===== src/rtl/dlyflt_pkg.sv =====
package dlyflt_pkg;

  localparam int NUM_CH_DEF = 4;
  localparam int DLY_W_DEF  = 9;

  // Hold window is complete once the run count reaches setting-1.
  function automatic logic hold_reached(input int unsigned run_cnt,
                                        input int unsigned setting);
    return (setting != 0) && (run_cnt + 1 >= setting);
  endfunction

  // Rising edges from a held pin change to the filtered level change.
  function automatic int unsigned filter_latency(input int unsigned setting,
                                                 input int unsigned sync_depth);
    return sync_depth + ((setting == 0) ? 1 : setting);
  endfunction

endpackage


===== src/rtl/dlyflt_sync.sv =====
module dlyflt_sync #(
  parameter int STAGES = 2
) (
  input  logic clk_i,
  input  logic rst_ni,
  input  logic raw_i,
  output logic smp_o
);
  logic [STAGES-1:0] stage_q;

  always_ff @(posedge clk_i or negedge rst_ni) begin
    if (!rst_ni) stage_q <= '0;
    else         stage_q <= {stage_q[STAGES-2:0], raw_i};
  end

  assign smp_o = stage_q[STAGES-1];

  assert_sync_latency_R5: assert property (@(posedge clk_i) disable iff (!rst_ni)
    ($past(rst_ni) && $past(rst_ni, 2)) |-> (smp_o == $past(raw_i, 2)));
endmodule


===== src/rtl/dlyflt_chan.sv =====
module dlyflt_chan #(
  parameter int DLY_W = 9
) (
  input  logic             clk_i,
  input  logic             rst_ni,
  input  logic             smp_i,
  input  logic [DLY_W-1:0] dly_i,
  output logic             lvl_o,
  output logic             upd_o
);
  import dlyflt_pkg::*;

  logic [DLY_W-1:0] cnt_q;
  logic             lvl_q;
  logic             differ;
  logic             bypass;
  logic             done;

  assign differ = (smp_i != lvl_q);
  assign bypass = (dly_i == '0);
  assign done   = hold_reached(int'(cnt_q), int'(dly_i));
  assign upd_o  = differ && (bypass || done);

  always_ff @(posedge clk_i or negedge rst_ni) begin
    if (!rst_ni) begin
      cnt_q <= '0;
      lvl_q <= 1'b0;
    end else if (upd_o) begin
      lvl_q <= smp_i;
      cnt_q <= '0;
    end else if (differ) begin
      cnt_q <= cnt_q + 1'b1;
    end else begin
      cnt_q <= '0;
    end
  end

  assign lvl_o = lvl_q;

  assert_cnt_below_setting_R3: assert property (@(posedge clk_i) disable iff (!rst_ni)
    ($past(rst_ni) && ($past(dly_i) == dly_i) && (dly_i != '0)) |-> (cnt_q < dly_i));

  assert_change_after_hold_R2: assert property (@(posedge clk_i) disable iff (!rst_ni)
    ($past(rst_ni) && (lvl_q != $past(lvl_q)) && ($past(dly_i) != '0))
      |-> (int'($past(cnt_q)) + 1 >= int'($past(dly_i))));

  assert_bypass_follows_R6: assert property (@(posedge clk_i) disable iff (!rst_ni)
    ($past(rst_ni) && ($past(dly_i) == '0)) |-> (lvl_q == $past(smp_i)));

  assert_restart_on_agree_R9: assert property (@(posedge clk_i) disable iff (!rst_ni)
    ($past(rst_ni) && ($past(smp_i) == $past(lvl_q))) |-> (cnt_q == '0));
endmodule


===== src/rtl/dlyflt_edge.sv =====
module dlyflt_edge (
  input  logic clk_i,
  input  logic rst_ni,
  input  logic lvl_i,
  output logic rise_o,
  output logic fall_o
);
  logic prev_q;

  always_ff @(posedge clk_i or negedge rst_ni) begin
    if (!rst_ni) prev_q <= 1'b0;
    else         prev_q <= lvl_i;
  end

  assign rise_o = lvl_i & ~prev_q;
  assign fall_o = ~lvl_i & prev_q;

  assert_rise_one_cycle_R7: assert property (@(posedge clk_i) disable iff (!rst_ni)
    rise_o |=> !rise_o);
  assert_fall_one_cycle_R7: assert property (@(posedge clk_i) disable iff (!rst_ni)
    fall_o |=> !fall_o);
  assert_strobes_exclusive_R7: assert property (@(posedge clk_i) disable iff (!rst_ni)
    !(rise_o && fall_o));
endmodule


===== src/rtl/glitch_hold_filter.sv =====
module glitch_hold_filter #(
  parameter int NUM_CH     = dlyflt_pkg::NUM_CH_DEF,
  parameter int DLY_W      = dlyflt_pkg::DLY_W_DEF,
  parameter int SYNC_DEPTH = 2
) (
  input  logic              clk_i,
  input  logic              rst_ni,
  input  logic [NUM_CH-1:0] pin_i,
  input  logic [DLY_W-1:0]  dly_i,
  output logic [NUM_CH-1:0] lvl_o,
  output logic [NUM_CH-1:0] rise_o,
  output logic [NUM_CH-1:0] fall_o
);
  logic [NUM_CH-1:0] smp_w;
  logic [NUM_CH-1:0] upd_w;

  for (genvar c = 0; c < NUM_CH; c++) begin : g_ch
    dlyflt_sync #(.STAGES(SYNC_DEPTH)) u_sync (
      .clk_i (clk_i),
      .rst_ni(rst_ni),
      .raw_i (pin_i[c]),
      .smp_o (smp_w[c])
    );

    dlyflt_chan #(.DLY_W(DLY_W)) u_chan (
      .clk_i (clk_i),
      .rst_ni(rst_ni),
      .smp_i (smp_w[c]),
      .dly_i (dly_i),
      .lvl_o (lvl_o[c]),
      .upd_o (upd_w[c])
    );

    dlyflt_edge u_edge (
      .clk_i (clk_i),
      .rst_ni(rst_ni),
      .lvl_i (lvl_o[c]),
      .rise_o(rise_o[c]),
      .fall_o(fall_o[c])
    );

    assert_strobe_needs_update_R7: assert property (@(posedge clk_i) disable iff (!rst_ni)
      $past(rst_ni) && (rise_o[c] || fall_o[c]) |-> $past(upd_w[c]));
  end

  assert_reset_quiet_R8: assert property (@(posedge clk_i)
    !rst_ni |-> (lvl_o == '0 && rise_o == '0 && fall_o == '0));
endmodule


===== config.mk =====
export PLATFORM = sky130hd
export DESIGN_NAME = glitch_hold_filter
export DESIGN_NICKNAME = d
export VERILOG_FILES = /design/src/rtl/dlyflt_pkg.sv /design/src/rtl/dlyflt_sync.sv /design/src/rtl/dlyflt_chan.sv /design/src/rtl/dlyflt_edge.sv /design/src/rtl/glitch_hold_filter.sv
export SDC_FILE = /design/constraint.sdc
export NUM_CORES = 1
export LEC_CHECK = 0
export CAP_MARGIN = 20
export CORE_MARGIN = 2
export CORE_UTILIZATION = 63
export CTS_CLUSTER_DIAMETER = 30
export DETAILED_ROUTE_END_ITERATION = 16
export PLACE_DENSITY = 0.85
export SLEW_MARGIN = 20
export SYNTH_ARGS = -nofsm -noshare
export SYNTH_HDL_FRONTEND = slang
export SYNTH_HIERARCHICAL = 1
export SYNTH_SLANG_ARGS = --single-unit

===== constraint.sdc =====
create_clock -name clk_i -period 7.59 [get_ports clk_i]
set_input_delay 0.759 -clock clk_i [delete_from_list [all_inputs] [get_ports clk_i]]
set_output_delay 0.759 -clock clk_i [all_outputs]
set_load 0.05 [all_outputs]

==> impl_metrics.yaml <==
outcome:
  status: "finished, final reports clean"
setup_path:
  cp_num_buf_inv: 2
  rr_worst_depth: 10
  path_class: "in2reg"
  cp-end-kind: "flop"
  path_depth: 8
  crit_path_max_incr_delay_ns: 0.68
  worstPathArrival_ns: 2.91
  path_delay_family: "buffers and inverters"
  worst-path-max-fanout: 8
  path_cells: "clkdlybuf4s50_1 > inv_1 > ha_1 > a21o_1 > a21oi_1 > o311ai_4 > a21oi_2 > mux2_4"
  r2r_slack_ns: 4.93
  cp.required_ns: 7.77
  slowest_stage: "clkdlybuf4s50_1"
  cp-start-kind: "input port"
grt:
  antenna_found_initial: 0
  grt_pass1_vias: 2410
  grtUsageTotal: 0.228
  grt_pass1_wl_um: 10700
  grt_max_degree: 53
  grt-ovfl-total: 0
die:
  fp.dieW_um: 76.4
  initial_utilization: 0.651
  die-area_um2: 5840
  ios: 27
  core-area_um2: 5070
  chipHeight_um: 76.4
  rows: 26
power:
  power.total_mw: 0.880
  seq_power_share: 0.413
  power_density_nw_per_um2: 235
  p_int_mw: 0.538
  pwr-share-comb: 0.406
  leakage_nw: 2.08
  p_sw_frac: 0.389
  switchingPower_mw: 0.343
  ir_drop_uv: 228
  clkPwrFrac: 0.180
timing:
  setup_violations: 0
  rsz0062_at_grt: "no"
  min_period_ns: 2.72
  worst_pin_slew_ns: 0.635
  maxSlewHeadroom: 0.577
  clock_skew_ns: 0.00729
  timing.fmax_ghz: 0.367
  holdWs_ns: 0.352
  period_share: 0.359
  finalHoldViolations: 0
  fin_setup_tns_ns: 0
  final_max_slew_viol_count: 0
drt:
  firstDrtPassIters: 4
  totalWireLength_um: 6080
  ant_nets: 0
  drc: 0
  vias: 2331
  drt-initial-drc-count: 73
  vias_per_cell: 5.48
  wire_per_inst_um: 14.3
clocking:
  clockBufferDepth: 2
  cts_resized: 0
  cts_buffers: 5
  clk_pin_slew_ns: 0.08
  postCtsHoldBufs: 0
  cts_setup_buffers: 0
  cts.sinks: 52
  cts-root-buf: "clkbuf_8"
  tritoncts: "built"
  clock_latency_ns: 0.30
  cts_max_level: 2
synth:
  synth_area_per_cell_um2: 10.3
  netlist_area_um2: 3300
  synth.net_count: 375
  yosysWarnings: 6
  postSynthCellCount: 320
min_path:
  hold_path_class: "reg2reg"
  worstHoldPathCells: 0
cells_and_area:
  fin_util: 0.738
  syn_to_final_growth_pct: 13.3
  design_area_um2: 3740
  fin_nets: 409
  drive_above_1_share: 0.101
  fillers: 371
  antenna_cells: 0
placement:
  place.gp.congestion: 0.816
  dpl_cell_area_um2: 3650
  dp_hpwl_um: 4760
  port_buffers: 26
flow_run:
  maxCapViolations: 0
## routing by layer
| layer | wire length [um] | part of all wire | GRT usage |
|---|---|---|---|
| met1 | 2870 | 0.47 | 0.296 |
| met2 | 3000 | 0.49 | 0.396 |
| met3 | 135 | 0.022 | 0.0379 |
| met4 | 80 | 0.013 | 0.0636 |
| met5 | 0 | 0 | 0 |
## final timing paths
check                                          start                   endpoint
max                                         dly_i[7]       g_ch[3].u_chan/lvl_o
min                        g_ch[3].u_sync/stage_q[0]  g_ch[3].u_sync/stage_q[1]
min reg2reg                g_ch[3].u_sync/stage_q[0]  g_ch[3].u_sync/stage_q[1]
max reg2reg                  g_ch[0].u_chan/cnt_q[0]       g_ch[0].u_chan/lvl_o
max in group asynchronous                     rst_ni    g_ch[2].u_chan/cnt_q[5]
min in group asynchronous                     rst_ni      g_ch[3].u_edge/prev_q
## final cells by class
class,count,area [um^2],share of cell area
clock buffers,8,90.1,0.0241
multi-input cells,224,1840,0.491
flip-flops and latches,52,1300,0.348
repair buffers,27,263,0.0702
inverters,44,165,0.0441
well taps,70,87.6,0.0234
## through the flow
step	std cells	setup WS, ns
CTS	425	4.89
global placement	417	4.64
floorplan	320	5.21
global route	425	4.75
finish	425	4.87
detailed placement	417	4.58
## cell usage in the layout (no fill, tap or decap)
master,instances
buf_2,1
mux2_4,4
nand2b_1,4
nor2_1,16
clkdlybuf4s50_1,25
clkbuf_1,2
a21oi_2,4
o311ai_4,4
and2b_2,4
xor2_1,12
inv_1,44
xnor2_1,20
clkbuf_8,6
nand4_1,12
dfrtp_1,52
and3_1,12
nor4_1,4
ha_1,40
or2_4,4
a21oi_1,16
a211o_1,4
o221ai_2,4
nor3_1,4
nor2b_1,28
nand3_2,4
a21o_1,4
nand3_1,8
nand2_1,12
buf_4,1
## registers in the layout, summed over array words and instances, names as in the netlist
signal,flops
g_ch.u_chan/lvl_o,4
g_ch.u_chan/cnt_q,36
g_ch.u_edge/prev_q,4
g_ch.u_sync/stage_q,8
## power groups by stage
stage          clock (mW)  sequential, mW  combinational [mW]
3_3_place_gp            0           0.367               0.346
6_report            0.159           0.364               0.358
3_5_place_dp            0           0.370               0.357
2_1_floorplan           0           0.388               0.220
5_1_grt             0.175           0.372               0.390
4_1_cts             0.163           0.365               0.359
No activity file was read; power rests on OpenSTA's default activity.
